**src/rtl/spc_pkg.sv**
```systemverilog
package spc_pkg;

    typedef enum logic {
        VERDICT_PASS = 1'b0,
        VERDICT_FIX  = 1'b1
    } grp_verdict_e;

endpackage

```
**src/rtl/spc_encoder.sv**
```systemverilog
module spc_encoder #(
    parameter int N1 = 50
) (
    input  logic clk,
    input  logic rst_n,
    input  logic in_valid,
    input  logic in_bit,
    output logic out_valid,
    output logic out_bit,
    output logic par_valid,
    output logic par_bit
);
    localparam int CW = $clog2(N1 + 1);

    typedef struct packed {
        logic [CW-1:0] cnt;
        logic          acc;
        logic          ov;
        logic          ob;
        logic          pv;
        logic          pb;
    } enc_st_t;

    enc_st_t st_d, st_q;
    logic    acc_next;

    always_comb begin
        st_d     = st_q;
        acc_next = st_q.acc ^ in_bit;
        st_d.ov  = in_valid;
        st_d.ob  = in_bit;
        st_d.pv  = 1'b0;
        if (in_valid) begin
            if (st_q.cnt == CW'(N1 - 1)) begin
                st_d.pv  = 1'b1;
                st_d.pb  = acc_next;
                st_d.acc = 1'b0;
                st_d.cnt = '0;
            end else begin
                st_d.acc = acc_next;
                st_d.cnt = st_q.cnt + 1'b1;
            end
        end
    end

    always_ff @(posedge clk or negedge rst_n) begin
        if (!rst_n) st_q <= '0;
        else        st_q <= st_d;
    end

    assign out_valid = st_q.ov;
    assign out_bit   = st_q.ob;
    assign par_valid = st_q.pv;
    assign par_bit   = st_q.pb;

endmodule

```
**src/rtl/spc_magnitude.sv**
```systemverilog
module spc_magnitude #(
    parameter int W = 10
) (
    input  logic [W-1:0] raw,
    output logic [W-1:0] mag
);
    always_comb begin
        if (raw[W-1]) mag = ~raw + 1'b1;
        else          mag = raw;
    end
endmodule

```
**src/rtl/spc_minpick.sv**
```systemverilog
module spc_minpick #(
    parameter int W  = 10,
    parameter int IW = 6
) (
    input  logic          first,
    input  logic [W-1:0]  cur_mag,
    input  logic [IW-1:0] cur_idx,
    input  logic [W-1:0]  best_mag,
    input  logic [IW-1:0] best_idx,
    output logic [W-1:0]  sel_mag,
    output logic [IW-1:0] sel_idx
);
    logic take;

    // strict less-than keeps the earlier index on a tie
    assign take    = first || (cur_mag < best_mag);
    assign sel_mag = take ? cur_mag : best_mag;
    assign sel_idx = take ? cur_idx : best_idx;
endmodule

```
**src/rtl/spc_decoder.sv**
```systemverilog
module spc_decoder
    import spc_pkg::*;
#(
    parameter int N1  = 50,
    parameter int CSW = 10
) (
    input  logic           clk,
    input  logic           rst_n,
    input  logic           in_valid,
    input  logic           in_bit,
    input  logic [CSW-1:0] in_csum,
    output logic           out_valid,
    output logic           out_bit,
    output logic           out_last,
    output logic           out_fixed
);
    localparam int IW = $clog2(N1 + 1);

    typedef struct packed {
        logic [IW-1:0]  idx;
        logic           acc;
        logic [N1-1:0]  grp;
        logic [CSW-1:0] bmag;
        logic [IW-1:0]  bidx;
        logic [N1-1:0]  osh;
        logic [IW-1:0]  ocnt;
        grp_verdict_e   ofix;
    } dec_st_t;

    localparam dec_st_t DEC_RST = '{
        idx: '0, acc: 1'b0, grp: '0, bmag: '0, bidx: '0,
        osh: '0, ocnt: '0, ofix: VERDICT_PASS
    };

    dec_st_t        st_d, st_q;
    logic [CSW-1:0] cur_mag;
    logic [CSW-1:0] sel_mag;
    logic [IW-1:0]  sel_idx;
    logic           fail;
    logic [N1-1:0]  fixed_grp;

    spc_magnitude #(.W(CSW)) u_mag (
        .raw (in_csum),
        .mag (cur_mag)
    );

    spc_minpick #(.W(CSW), .IW(IW)) u_pick (
        .first    (st_q.idx == '0),
        .cur_mag  (cur_mag),
        .cur_idx  (st_q.idx),
        .best_mag (st_q.bmag),
        .best_idx (st_q.bidx),
        .sel_mag  (sel_mag),
        .sel_idx  (sel_idx)
    );

    always_comb begin
        st_d      = st_q;
        fail      = st_q.acc ^ in_bit;
        fixed_grp = st_q.grp;
        for (int k = 0; k < N1; k++) begin
            if (fail && sel_idx == IW'(k)) fixed_grp[k] = ~st_q.grp[k];
        end

        if (st_q.ocnt != '0) begin
            st_d.osh  = st_q.osh >> 1;
            st_d.ocnt = st_q.ocnt - 1'b1;
        end

        if (in_valid) begin
            if (st_q.idx == IW'(N1)) begin
                st_d.osh  = fixed_grp;
                st_d.ocnt = IW'(N1);
                st_d.ofix = fail ? VERDICT_FIX : VERDICT_PASS;
                st_d.idx  = '0;
                st_d.acc  = 1'b0;
            end else begin
                for (int k = 0; k < N1; k++) begin
                    if (st_q.idx == IW'(k)) st_d.grp[k] = in_bit;
                end
                st_d.acc  = fail;
                st_d.idx  = st_q.idx + 1'b1;
                st_d.bmag = sel_mag;
                st_d.bidx = sel_idx;
            end
        end
    end

    always_ff @(posedge clk or negedge rst_n) begin
        if (!rst_n) st_q <= DEC_RST;
        else        st_q <= st_d;
    end

    assign out_valid = (st_q.ocnt != '0);
    assign out_bit   = st_q.osh[0];
    assign out_last  = (st_q.ocnt == IW'(1));
    assign out_fixed = (st_q.ofix == VERDICT_FIX);

endmodule

```
**src/rtl/spc_outer_code.sv**
```systemverilog
module spc_outer_code #(
    parameter int N1  = 50,
    parameter int CSW = 10
) (
    input  logic           clk,
    input  logic           rst_n,
    input  logic           enc_in_valid,
    input  logic           enc_in_bit,
    output logic           enc_out_valid,
    output logic           enc_out_bit,
    output logic           enc_par_valid,
    output logic           enc_par_bit,
    input  logic           dec_in_valid,
    input  logic           dec_in_bit,
    input  logic [CSW-1:0] dec_in_csum,
    output logic           dec_out_valid,
    output logic           dec_out_bit,
    output logic           dec_out_last,
    output logic           dec_out_fixed
);
    spc_encoder #(.N1(N1)) u_enc (
        .clk       (clk),
        .rst_n     (rst_n),
        .in_valid  (enc_in_valid),
        .in_bit    (enc_in_bit),
        .out_valid (enc_out_valid),
        .out_bit   (enc_out_bit),
        .par_valid (enc_par_valid),
        .par_bit   (enc_par_bit)
    );

    spc_decoder #(.N1(N1), .CSW(CSW)) u_dec (
        .clk       (clk),
        .rst_n     (rst_n),
        .in_valid  (dec_in_valid),
        .in_bit    (dec_in_bit),
        .in_csum   (dec_in_csum),
        .out_valid (dec_out_valid),
        .out_bit   (dec_out_bit),
        .out_last  (dec_out_last),
        .out_fixed (dec_out_fixed)
    );
endmodule

```
**config.mk**
```make
export PLATFORM = sky130hd
export DESIGN_NAME = spc_outer_code
export DESIGN_NICKNAME = d
export VERILOG_FILES = /design/src/rtl/spc_pkg.sv /design/src/rtl/spc_encoder.sv /design/src/rtl/spc_magnitude.sv /design/src/rtl/spc_minpick.sv /design/src/rtl/spc_decoder.sv /design/src/rtl/spc_outer_code.sv
export SDC_FILE = /design/constraint.sdc
export NUM_CORES = 1
export LEC_CHECK = 0
export BUFFER_PORTS_ARGS = -buffer_cell sky130_fd_sc_hd__buf_4
export CAP_MARGIN = 0
export CORE_ASPECT_RATIO = 1.25
export CORE_UTILIZATION = 40
export DETAILED_ROUTE_END_ITERATION = 6
export HOLD_SLACK_MARGIN = 0.03
export PLACE_DENSITY = 0.64
export SYNTH_ARGS = -nofsm -noshare
export SYNTH_HDL_FRONTEND = slang
export SYNTH_HIERARCHICAL = 1
export SYNTH_SLANG_ARGS = --single-unit
export TNS_END_PERCENT = 20
```
**constraint.sdc**
```tcl
create_clock -name clk -period 4.8 [get_ports clk]
set_clock_uncertainty 0.1 [all_clocks]
set_input_delay 0.72 -clock clk [delete_from_list [all_inputs] [get_ports clk]]
set_output_delay 0.72 -clock clk [all_outputs]
set_load 0.02 [all_outputs]
```
==> metrics <==
outcome=completed; Vias/cell=about 5.5; ANT nets after route=0; drt drc=0; hpwl dp=between 10000 and 15000 µm; row count=58; CP Buf/Inv Count=4; WHS=0.185 ns; hold crit path type=primary input to asynchronous set/reset pin; share of layout cells above drive strength 1=a little over a fifth; Antenna Cells=0; htree depth=4; initial drt markers=~380; clock sink count=~140; Tightest Pin Transition=between 1 and 1.5 ns; Max Fanout on Critical Path=17; yosys warns=6; Die Area=21600 µm²; Power Dens Cells=584 nW/µm²; Seq/Total Area, Yosys=between 40% and 50%; remaining global-route overflow=0; synth unique cells=60; R2R cell count=13; Crit Path Class=primary input to flop; die width=132 µm; # IOs=24; TNS Setup=0 ns; crit path DAT=around 4.3 ns; vias in the first global route=roughly 6400; Worst EP required=between 4 and 5 ns; fmax=about 0.24 GHz; fillers=between 1500 and 2000; Post-synth EDFFs=0; Post-CTS Resized=0; Worst setup EP type=flop; Pre-antenna DRT Iters=5; slowest cell on the critical path=or3b_2; Syn Std Cell Area=between 8000 and 9000 µm²; Final min period=between 4 and 5 ns; max-cap violation count=0; area delta synth->final=11.1%; initial core utilization=about two fifths; via count=6339; TritonCTS clock tree=yes; Synth async-reset ratio=100%; Yosys reg bits=roughly 140; Total Routing Usage GR=around 19%; first-pass GRT wire length=around 33000 µm; Syn Nets=~900; nets=898; RSZ-0062 raised after global routing=no; Rel. slew slack=between 20% and 30%; crit share post-route=87.2%; syn_area_per_cell=9.73 µm²; CP most frequent cell=buf_4; Leak=roughly 4.1 nW; total wire length=around 19000 µm; ys flop type=dfrtp_1; Setup violations, final=0; Peak supply drop=between 0.2 and 0.3 mV; die height=approximately 160 µm; Post-CTS Setup Bufs=0; WL/cell=about 17 µm; clock slew at reported path FFs=around 0.060 ns; clock root buffer=clkbuf_16; flip-flop and latch area=3530 µm²; CTS Buf Count=17; cell count along the critical path=17; Worst setup SP type=primary input; Clock Path Buffers=2; slowest cell delay on critical path=between 0.4 and 0.5 ns; Hold Fails Final Rpt=0; Clock Latency Late Sink=approximately 0.43 ns; multi-input logic area=4430 µm²; I/O Buffers=23; cts hold-fix bufs=0; core footprint=about 20000 µm²; Slew Limit Fails=0; CP top delay family=simple AND/OR/NAND/NOR gates; cell count after synthesis=~860; CP cell instances=buf_4 -> inv_1 -> ha_1 -> or3b_2 -> o31ai_1 -> xnor2_1 -> ha_1 -> nand4_1 -> buf_4 -> nor3b_1 -> a22oi_1 -> nand3_1 -> buf_4 -> nor4b_2 -> nand3_1 -> xor2_1 -> a22oi_1; routability cong.=about 0.78; largest net degree at the start of global routing=102; initial antenna violation count=0
-- layer usage --
metal	GRT usage (%)	up-vias	part of all wire, %
met2	33.4	101	50
met5	0	-	0
met3	3.15	31	2.9
li1	-	3080	-
met1	24.0	3127	44
met4	7.56	0	2.2
-- final cells by class --
type	count	share of cell area, %
multi-input cells	632	47.4
flip-flops and latches	141	37.8
clock buffers	20	4.89
repair buffers	51	4.14
well taps	270	3.62
clock inverters	10	1.26
inverters	21	0.845
-- worst register-to-register path, cell delays in order, from the launching register on --
cell and delay, ns:
dfrtp_1 0.47, inv_1 0.15, ha_1 0.30, nand2_1 0.24, nor3_2 0.16, buf_4 0.42
nor3b_1 0.12, a31oi_1 0.17, nand3_1 0.19, buf_4 0.21, nor4_2 0.45, nand3_1 0.15
xor2_1 0.21, a22oi_1 0.11
-- registers in the layout (all words and copies together), names as in the netlist --
signal,count
u_enc/par_valid,1
u_dec/out_bit,1
u_enc/out_valid,1
u_dec/out_fixed,1
u_dec/st_q,128
u_enc/out_bit,1
u_enc/par_bit,1
u_enc/st_q,7
-- cell families after synthesis --
group                    synth area share, %
XOR/XNOR                                6.76
adder cells (fa/ha/maj)                 2.68
AND/OR/NAND/NOR                         20.1
buffers and inverters                   5.52
AO/OA/AOI/OAI                           13.6
flip-flops                              42.0
multiplexers                            9.35
-- synthesized netlist by cell type (3+ instances only) --
| master | n | share of area (%) |
|---|---|---|
| dfrtp_1 | 141 | 42 |
| nand3_1 | 89 | 5.3 |
| nand2_1 | 82 | 3.7 |
| mux2_2 | 68 | 9.1 |
| nor2_1 | 55 | 2.5 |
| a21oi_1 | 54 | 3.2 |
| xor2_1 | 52 | 5.4 |
| a22oi_1 | 46 | 4.1 |
| buf_2 | 40 | 2.4 |
| inv_1 | 20 | 0.89 |
| clkbuf_1 | 18 | 0.80 |
| ha_1 | 18 | 2.7 |
| a31oi_1 | 17 | 1.3 |
| nor3b_1 | 17 | 1.5 |
| o21ai_0 | 14 | 0.83 |
| nor3_1 | 13 | 0.77 |
| xnor2_1 | 11 | 1.1 |
| a22oi_2 | 10 | 1.5 |
| o41a_1 | 9 | 1.2 |
| nand4_1 | 8 | 0.60 |
| and4bb_2 | 6 | 0.89 |
| nand3b_1 | 6 | 0.54 |
| buf_4 | 5 | 0.45 |
| and4b_1 | 4 | 0.48 |
| buf_6 | 4 | 0.54 |
| nor2b_1 | 4 | 0.30 |
| nor4b_2 | 4 | 0.71 |
| o31ai_1 | 4 | 0.36 |
| and2_1 | 3 | 0.22 |
| nand2b_1 | 3 | 0.22 |
-- power by group --
part	internal (mW)	switching [mW]
Combinational	0.951	1.42
Clock	0.785	0.518
Sequential	1.52	0.253
Total	3.26	2.19
-- stage by stage --
step                utilization [%]  std cells  area [µm²]  setup slack (ns)  total power, mW
floorplan                         -        864        8400             0.707             3.52
global placement               43.0       1115        8760             0.198             4.10
detailed placement             43.0       1115        8760             0.148             4.16
CTS                            45.8       1145        9330             0.584             5.48
global route                   45.8       1145        9330             0.309             5.81
finish                         45.8       1145        9330             0.614             5.45
-- placed cells by master (no fill, tap or decap), types with 12 or more instances in the layout --
cell type and instances:
a21oi_1 54, a22oi_1 46, a31oi_1 17, buf_4 50, clkbuf_16 17, dfrtp_1 141, ha_1 18, inv_1 20
mux2_2 68, nand2_1 82, nand3_1 89, nor2_1 55, nor3_1 12, nor3b_1 17, o21ai_0 14, xor2_1 52
-- final timing paths --
path	from	end	slack (ns)
setup reg to reg	u_dec/st_q[124]$_DFFE_PN0P_	u_dec/out_bit$_DFF_PN0_	1.18
max in group asynchronous	rst_n	u_dec/st_q[99]$_DFFE_PN0P_	3.39
hold / removal	rst_n	u_dec/st_q[6]$_DFF_PN0_	0.18
min in group clk	enc_in_bit	u_enc/out_bit$_DFF_PN0_	0.32
setup / recovery	dec_in_csum[0]	u_dec/st_q[15]$_DFF_PN0_	0.61
hold reg to reg	u_dec/out_fixed$_DFFE_PN0P_	u_dec/out_fixed$_DFFE_PN0P_	0.38
(Power assumes the default switching activity.)
